## src/rtl/dafl_pkg.sv

```systemverilog
package dafl_pkg;

    typedef enum logic [1:0] {
        ST_IDLE   = 2'd0,
        ST_GATHER = 2'd1,
        ST_HOLD   = 2'd2
    } dafl_state_e;

    localparam logic [31:0] CRC_POLY = 32'h04C11DB7;

    // One byte of the serial Ethernet CRC, data bits taken LSB first.
    function automatic logic [31:0] crc_step(input logic [31:0] c_in,
                                             input logic [7:0]  d_in);
        logic [31:0] r;
        logic        fb;
        r = c_in;
        for (int i = 0; i < 8; i++) begin
            fb = r[31] ^ d_in[i];
            r  = {r[30:0], 1'b0} ^ (fb ? CRC_POLY : 32'h0);
        end
        return r;
    endfunction

endpackage

```

## src/rtl/dafl_crc.sv

```systemverilog
module dafl_crc #(
    parameter int BYTE_W    = 8,
    parameter int HASH_BITS = 6
) (
    input  logic                 clk,
    input  logic                 rst_n,
    input  logic                 clear,
    input  logic                 take,
    input  logic [BYTE_W-1:0]    din,
    output logic [HASH_BITS-1:0] idx_nxt
);
    import dafl_pkg::*;

    localparam int CRC_W = 32;

    logic [CRC_W-1:0] crc_q;
    logic [CRC_W-1:0] crc_upd;

    always_comb begin
        crc_upd = crc_step(crc_q, din);
    end

    always_ff @(posedge clk) begin
        if (!rst_n || clear) begin
            crc_q <= '1;
        end else if (take) begin
            crc_q <= crc_upd;
        end
    end

    assign idx_nxt = crc_upd[CRC_W-1 -: HASH_BITS];

    // a new frame always starts the CRC from all ones
    assert_crc_seeded_R8: assert property (@(posedge clk) disable iff (!rst_n)
        clear |=> (crc_q == '1));

endmodule

```

## src/rtl/dafl_addr_reg.sv

```systemverilog
module dafl_addr_reg #(
    parameter int BYTE_W     = 8,
    parameter int ADDR_BYTES = 6
) (
    input  logic                         clk,
    input  logic                         rst_n,
    input  logic                         clear,
    input  logic                         take,
    input  logic [BYTE_W-1:0]            din,
    output logic [BYTE_W*ADDR_BYTES-1:0] addr_nxt
);
    localparam int ADDR_W = BYTE_W * ADDR_BYTES;

    logic [ADDR_W-1:0] addr_q;

    // First byte ends up in the most significant position.
    assign addr_nxt = {addr_q[ADDR_W-BYTE_W-1:0], din};

    always_ff @(posedge clk) begin
        if (!rst_n || clear) begin
            addr_q <= '0;
        end else if (take) begin
            addr_q <= addr_nxt;
        end
    end

endmodule

```

## src/rtl/dafl_rules.sv

```systemverilog
module dafl_rules #(
    parameter int BYTE_W     = 8,
    parameter int ADDR_BYTES = 6,
    parameter int HASH_BITS  = 6
) (
    input  logic [BYTE_W*ADDR_BYTES-1:0]    addr,
    input  logic [HASH_BITS-1:0]            idx,
    input  logic [BYTE_W*ADDR_BYTES-1:0]    station,
    input  logic [(1<<HASH_BITS)-1:0]       table_bits,
    input  logic                            reject_bcast,
    input  logic                            promisc,
    input  logic                            hash_unicast,
    output logic                            accept
);
    localparam int ADDR_W   = BYTE_W * ADDR_BYTES;
    localparam int GROUP_B  = ADDR_W - BYTE_W;

    logic group_addr;
    logic all_ones;
    logic own_match;
    logic hash_hit;

    always_comb begin
        group_addr = addr[GROUP_B];
        all_ones   = &addr;
        own_match  = (addr == station);
        hash_hit   = table_bits[idx];

        if (promisc) begin
            accept = 1'b1;
        end else if (all_ones) begin
            accept = !reject_bcast;
        end else if (group_addr) begin
            accept = hash_hit;
        end else begin
            accept = own_match || (hash_unicast && hash_hit);
        end
    end

endmodule

```

## src/rtl/dst_addr_filter.sv

```systemverilog
module dst_addr_filter #(
    parameter int BYTE_W     = 8,
    parameter int ADDR_BYTES = 6,
    parameter int HASH_BITS  = 6
) (
    input  logic        clk,
    input  logic        rst_n,
    input  logic        frame_start,
    input  logic        byte_valid,
    input  logic [7:0]  byte_data,
    input  logic [31:0] station_lo,
    input  logic [15:0] station_hi,
    input  logic [31:0] hash_low,
    input  logic [31:0] hash_high,
    input  logic        reject_bcast,
    input  logic        promisc,
    input  logic        hash_unicast,
    output logic        verdict_valid,
    output logic        verdict_accept
);
    import dafl_pkg::*;

    localparam int ADDR_W = BYTE_W * ADDR_BYTES;
    localparam int CNT_W  = $clog2(ADDR_BYTES + 1);
    localparam int TBL_N  = 1 << HASH_BITS;
    localparam logic [CNT_W-1:0] LAST_CNT = CNT_W'(ADDR_BYTES - 1);

    dafl_state_e state_q, state_d;
    logic [CNT_W-1:0]     cnt_q;
    logic                 take;
    logic                 take_last;
    logic                 decision_q;
    logic                 rule_accept;
    logic [HASH_BITS-1:0] idx_nxt;
    logic [ADDR_W-1:0]    addr_nxt;
    logic [ADDR_W-1:0]    station;
    logic [TBL_N-1:0]     table_bits;

    assign station    = {station_hi, station_lo};
    assign table_bits = {hash_high, hash_low};
    assign take       = byte_valid && !frame_start && (state_q == ST_GATHER);
    assign take_last  = take && (cnt_q == LAST_CNT);

    dafl_crc #(.BYTE_W(BYTE_W), .HASH_BITS(HASH_BITS)) i_crc (
        .clk     (clk),
        .rst_n   (rst_n),
        .clear   (frame_start),
        .take    (take),
        .din     (byte_data),
        .idx_nxt (idx_nxt)
    );

    dafl_addr_reg #(.BYTE_W(BYTE_W), .ADDR_BYTES(ADDR_BYTES)) i_addr (
        .clk      (clk),
        .rst_n    (rst_n),
        .clear    (frame_start),
        .take     (take),
        .din      (byte_data),
        .addr_nxt (addr_nxt)
    );

    dafl_rules #(.BYTE_W(BYTE_W), .ADDR_BYTES(ADDR_BYTES), .HASH_BITS(HASH_BITS)) i_rules (
        .addr         (addr_nxt),
        .idx          (idx_nxt),
        .station      (station),
        .table_bits   (table_bits),
        .reject_bcast (reject_bcast),
        .promisc      (promisc),
        .hash_unicast (hash_unicast),
        .accept       (rule_accept)
    );

    // Next-state logic
    always_comb begin
        state_d = state_q;
        unique case (state_q)
            ST_IDLE:   if (frame_start) state_d = ST_GATHER;
            ST_GATHER: begin
                if (frame_start)    state_d = ST_GATHER;
                else if (take_last) state_d = ST_HOLD;
            end
            ST_HOLD:   if (frame_start) state_d = ST_GATHER;
            default:   state_d = ST_IDLE;
        endcase
    end

    // State register, byte count and frozen decision
    always_ff @(posedge clk) begin
        if (!rst_n) begin
            state_q    <= ST_IDLE;
            cnt_q      <= '0;
            decision_q <= 1'b0;
        end else begin
            state_q <= state_d;
            if (frame_start) begin
                cnt_q      <= '0;
                decision_q <= 1'b0;
            end else if (take) begin
                cnt_q <= cnt_q + 1'b1;
                if (take_last) decision_q <= rule_accept;
            end
        end
    end

    // Outputs
    always_comb begin
        verdict_valid  = (state_q == ST_HOLD);
        verdict_accept = (state_q == ST_HOLD) && decision_q;
    end

    assert_valid_after_last_R7: assert property (@(posedge clk) disable iff (!rst_n)
        (byte_valid && !frame_start && state_q == ST_GATHER && cnt_q == LAST_CNT) |=> verdict_valid);

    assert_verdict_frozen_R7: assert property (@(posedge clk) disable iff (!rst_n)
        (verdict_valid && !frame_start) |=> (verdict_valid && $stable(verdict_accept)));

    assert_start_clears_R8: assert property (@(posedge clk) disable iff (!rst_n)
        frame_start |=> !verdict_valid);

    assert_promisc_accepts_R4: assert property (@(posedge clk) disable iff (!rst_n)
        (take_last && promisc) |=> verdict_accept);

    assert_bcast_rejected_R3: assert property (@(posedge clk) disable iff (!rst_n)
        (take_last && (&addr_nxt) && reject_bcast && !promisc) |=> !verdict_accept);

    assert_accept_needs_valid_R10: assert property (@(posedge clk) disable iff (!rst_n)
        !verdict_valid |-> !verdict_accept);

    assert_count_bounded_R7: assert property (@(posedge clk) disable iff (!rst_n)
        cnt_q <= CNT_W'(ADDR_BYTES));

endmodule

```

## config.mk

```make
export PLATFORM = sky130hd
export DESIGN_NAME = dst_addr_filter
export DESIGN_NICKNAME = d
export VERILOG_FILES = /design/src/rtl/dafl_pkg.sv /design/src/rtl/dafl_crc.sv /design/src/rtl/dafl_addr_reg.sv /design/src/rtl/dafl_rules.sv /design/src/rtl/dst_addr_filter.sv
export SDC_FILE = /design/constraint.sdc
export NUM_CORES = 1
export LEC_CHECK = 0
export BUFFER_PORTS_ARGS = -buffer_cell sky130_fd_sc_hd__buf_2
export CORE_MARGIN = 2
export CORE_UTILIZATION = 50
export CTS_CLUSTER_DIAMETER = 120
export DETAILED_ROUTE_END_ITERATION = 6
export PLACE_DENSITY = 0.76
export SYNTH_ARGS = -nofsm -noshare
export SYNTH_HDL_FRONTEND = slang
export SYNTH_SLANG_ARGS = --single-unit
```

## constraint.sdc

```tcl
create_clock -name clk -period 8 [get_ports clk]
set_input_delay 0 -clock clk [delete_from_list [all_inputs] [get_ports clk]]
set_output_delay 0 -clock clk [all_outputs]
set_load 0.01 [all_outputs]
```

### Word level (Yosys, flattened, before mapping)

Index checks and enable logic that the tools add are counted.

* bits in registers: 78
* output and inout port bits: 2
* word-level logic and storage cells: 63
* input bits: 127

* mux-type cells: 17
* bitwise gates (word level): 17
* $add $sub $neg: 1
* reductions and logical operators: 16
* magnitude comparators: 1
* equality and inequality tests: 6

Operator list (count)
* $xor 32x32->32: 8
* $mux 27: 8
* $eq 48x48->1: 1
* $reduce_and 48->1: 1
* $xor 1x1->1: 8
* $lt 6x7->1 const B: 1
* $bmux 1 s6: 1
* $mux 2: 3
* $logic_and 1x1->1: 5
* $mux 1: 4
* $pmux 2 s2: 1
* $reduce_and 2->1: 2
* $reduce_or 2->1: 2
* $add 3x1->3 const B: 1
* $eq 3x3->1 const B: 1
* $logic_not 1->1: 3
* $ne 3x3->1 const B: 1
* $eq 2x1->1 const B: 1
* $eq 2x2->1 const B: 1
* $logic_not 2->1: 1
* $logic_or 1x1->1: 2
* $ne 2x1->1 const B: 1
* $not 1->1: 1

### Logic depth before layout (Yosys ltp)

* depth after elaboration: 31
* gate-level depth with buffers: 12
* mapped depth without buffers: 9

### By module

A second synthesis with hierarchy kept.

* cells, all modules: 507
* area total of the unflattened synthesis: 5031.1 um^2

By module, submodules not included
* dafl_crc: times used 1, seq. area each 640.6 um^2, area each 1994.4 um^2, cells an instance 209
* dafl_addr_reg: times used 1, seq. area each 800.8 um^2, area each 1525.2 um^2, cells an instance 138
* dafl_rules: times used 1, seq. area each 0.0 um^2, area each 1213.7 um^2, cells an instance 128
* dst_addr_filter: times used 1, seq. area each 120.1 um^2, area each 297.8 um^2, cells an instance 32

### Least setup slack after synthesis

OpenSTA, ideal clock, no wires.

* path type: register -> register
* from: register i_crc.crc_q[28]
* to: register decision_q
* period minus slack after synthesis: 2.566 ns
* slack: 5.434 ns
* required time: 7.870 ns
* stages on the path, launching flop included: 10
* arrival: 2.436 ns
* setup time: 0.130 ns
* path buffers: 1
* path through: dfxtp_1 -> xor2_2 -> xnor3_2 -> xnor2_4 -> buf_12 -> mux4_2 -> a211oi_1 -> nand3_1 -> nand4_1 -> o22ai_1

* longest elaborated chain between the ends: 17

RTL lines
* from (decl): line dafl_crc.sv:16 `logic [CRC_W-1:0] crc_q;`
* from (signal assigned): line dafl_crc.sv:27 `crc_q <= crc_upd;`
* $xor 32x32->32 * (3 in series): line dafl_pkg.sv:19 `r = {r[30:0], 1'b0} ^ (fb ? CRC_POLY : 32'h0);`
* $xor 1x1->1 *: line dafl_pkg.sv:18 `fb = r[31] ^ d_in[i];`
* $mux 27 *: line dafl_pkg.sv:19
* $xor 32x32->32 * (5 in series): line dafl_pkg.sv:19
* $bmux 1 s6 *: line dafl_rules.sv:27 `hash_hit = table_bits[idx];`
* $mux 1 (not written as such) *: line dafl_rules.sv:27
* $logic_and 1x1->1: line dafl_rules.sv:36 `accept = own_match || (hash_unicast && hash_hit);`
* $logic_or 1x1->1: line dafl_rules.sv:36
* $mux 1 *: line dafl_rules.sv:33 `end else if (group_addr) begin`
* $mux 1 *: line dafl_rules.sv:31 `end else if (all_ones) begin`
* $mux 1 *: line dafl_rules.sv:29 `if (promisc) begin`
* to (signal assigned): line dst_addr_filter.sv:100 `if (take_last) decision_q <= rule_accept;`
* to (decl): line dst_addr_filter.sv:32 `logic decision_q;`

Every way passes the cells marked *; elsewhere a longest branch is shown, timed or not. The select of a mux whose other input is x is not followed.
A chain may end at the register's enable or synchronous reset.

### Worst setup path in the final report

Same ends and word-level chain as after synthesis.

==> impl_results.md <==
- Max IR drop VDD: 0.0942 mV
- Final std cells w/o fill: 830
- Final ANT Viol Nets: 0
- Per-cell routed wire length: 15.9 µm
- Worst-case clock buffer depth: 2
- Fin crit share: 0.389
- Vias in the first global route: 4284
- Final critical-path setup slack: 4880 ps
- Final #Nets: 822
- Place WS: 4920 ps
- Maxcap violations: 0
- Worst path bufs/invs: 1
- Setup TNS: 0 ps
- Die width: 103 µm
- Chip Height: 103 µm
- Slew @ Worst Pin: 977 ps
- Unrepaired setup endpoints after global routing: no
- Hold Crit Class: in -> reg
- HPWL after detailed placement: 9.90 mm
- Primary FF master, synth: dfxtp_1
- CTS root buf: clkbuf_8
- Grt total ovfl: 0
- Initial antenna violation count: 0
- Synthesized Nets: 697
- Largest stage delay, worst path: 530 ps
- Die ar.: 10600 µm²
- Inserted Clock Buffers: 9
- # DRC: 0
- Resize count post-CTS: 0
- Final hold violation count: 0
- Fillcell total: 883
- DR vias: 4574
- WP data required: 8230 ps
- IO Count: 129
- Final Max Tran Viols: 0
- Layout cells sized above 1: 0.234
- Post-CTS setup buffers: 0
- Worst path top cell family by delay: XOR/XNOR gates
- Arr. time, crit path: 3350 ps
- TritonCTS clock tree: done
- # diodes: 0
- Worst Skew: 8.36 ps
- P_leak: 2.46 nW
- PortBufs: 128
- Post-DR vias/cell: 5.51
- Crit path max fanout: 31
- Total track usage: 0.250
- Syn_area_per_cell: 8.60 µm²
- Pwr Density: 170 nW/µm²
- Worst setup SP type: flip-flop
- Setup crit end kind: flip-flop
- Worst skew pair latency: 360 ps
- Post-synth cell types: 45
- Ys async rst share: 0
- Crit path kind: reg -> reg
- Crit-path cells: xor2_2 -> xnor3_2 -> xnor2_4 -> buf_4 -> mux2i_1 -> nor4b_1 -> a41oi_1 -> and3_1 -> nor4_1 -> o22ai_1
- Min Hold Slack: 87.4 ps
- Min Tclk post-route: 3120 ps
- Synth Register Bits: 78
- Peak Freq: 321 MHz
- Core area: 9640 µm²
- Routed WL: 13.2 mm
- Slowest CP cell: xnor3_2
- Final core occ: 0.612
- Sequential element share of the synthesized area: 0.320
- Clock Pin Slew Worst Setup and Hold Paths: 80 ps
- Area grow syn2layout: 20.7%
- H-tree depth: 3
- # clock sinks: 78
- Outcome: finished, final reports clean
- Placed Instances: 804
- CTS Hold Bufs: 11
- EDFF count, synth: 0
- DR pass1 iterations: 4
- Final setup viols: 0
- Initial Utilization: 0.506
- First-pass GRT wire length: 20.4 mm
- Drt initial violations: 306
- Post-Syn Instances: 568
- Netlist Area Pre-Place: 4880 µm²
- Worst relative slew slack: 0.344
- Gpl congestion: 0.972
- Largest net degree at the start of global routing: 102
- Row cnt: 36
- Ys Warns: 0
worst min-delay path, delay by kind of cell:
| kind | cells | cell delay (ps) |
|---|---|---|
| buffers and inverters | 1 | 150 |
| and+or+nand+nor | 1 | 130 |
| AOI/OAI and AO/OA | 1 | 130 |
stage by stage:
| step | power [mW] | cell area [µm²] |
|---|---|---|
| global placement | 0.704 | 5590 |
| finish | 1.00 | 5890 |
| detailed placement | 0.709 | 5590 |
| global route | 1.05 | 5890 |
| CTS | 1.01 | 5890 |
| floorplan | 0.648 | 4880 |
worst paths after layout:
kind | from | end | slack (ps) | cells after the start
setup reg to reg | i_crc.crc_q[28]$_SDFFE_PP1P_ | decision_q$_SDFFE_PP0P_ | 4880 | 10
hold reg to reg | i_crc.crc_q[14]$_SDFFE_PP1P_ | i_crc.crc_q[14]$_SDFFE_PP1P_ | 490 | 2
hold / removal | frame_start | state_q[1]$_SDFFE_PN0P_ | 90 | 3
setup / recovery | i_crc.crc_q[28]$_SDFFE_PP1P_ | decision_q$_SDFFE_PP0P_ | 4880 | 10
power breakdown:
part	internal, mW	leakage (nW)	switching, mW
logic	0.148	1.74	0.163
registers	0.392	0.631	0.00403
clock network	0.151	0.0887	0.146
total	0.691	2.46	0.313
flip-flops by register name (all words and copies together) (netlist names):
signal / flops
i_crc.crc_q: 32
state_q: 2
decision_q: 1
i_addr.addr_q: 40
cnt_q: 3
metal layers:
layer  up-vias  GRT usage  wire [µm]
met5         -          0          0
met4         0      0.103        257
met3        22     0.0495        950
met2       185      0.412       6310
met1      2149      0.321       5710
li1       2218          -          -
layout make-up:
class                           count  area (µm²)  area share
Inverter                           13        48.8     0.00828
Multi-Input combinational cell    447        3140       0.533
Timing Repair Buffer              144         788       0.134
Clock buffer                       12         145      0.0246
Clock inverter                      3        45.0     0.00764
Tap cell                          133         166      0.0282
Sequential cell                    78        1560       0.265
kinds of logic (layout without fill, tap and decap cells):
kind of cell / Yosys count / after routing / synth area share
and+or+nand+nor: 193 / 193 / 0.179
DFF: 78 / 78 / 0.320
AOI/OAI and AO/OA: 100 / 100 / 0.133
adders and majority gates: 2 / 2 / 0.00512
muxes: 32 / 32 / 0.0751
buffers and inverters: 43 / 172 / 0.0441
xor gates and xnor gates: 120 / 120 / 0.244
cell usage after synthesis, drive strengths merged (2+ instances only):
library cell  count  area share
a22oi             6      0.0092
a21oi            43       0.044
ha                2      0.0051
nor3              2      0.0021
nor2b             3      0.0038
a41oi             2      0.0036
o2bb2ai           2      0.0036
and3              2      0.0026
mux2i            28       0.057
nand4            20       0.026
a2111oi           2      0.0036
o211ai           30       0.046
xnor3             2      0.0097
buf               8       0.017
clkbuf           22       0.017
xor2             45       0.082
and2              3      0.0038
mux4              3       0.015
a211oi            3      0.0046
dfxtp            78        0.32
inv              13       0.010
nor4b             3      0.0054
nand2           121       0.093
o22ai             5      0.0064
nand3            10       0.010
xnor2            73        0.15
nor2             13       0.010
nor4             12       0.015
a22o              3      0.0054
cell usage in the layout (no fill, tap or decap), drive strengths merged, types with 13 or more instances in the layout:
| master | netlist | final |
|---|---|---|
| a21oi | 43 | 43 |
| nand2 | 121 | 121 |
| xor2 | 45 | 45 |
| xnor2 | 73 | 73 |
| o211ai | 30 | 30 |
| dfxtp | 78 | 78 |
| nand4 | 20 | 20 |
| mux2i | 28 | 28 |
| nor2 | 13 | 13 |
| buf | 8 | 133 |
| inv | 13 | 13 |
No activity file was read; power rests on OpenSTA's default activity.
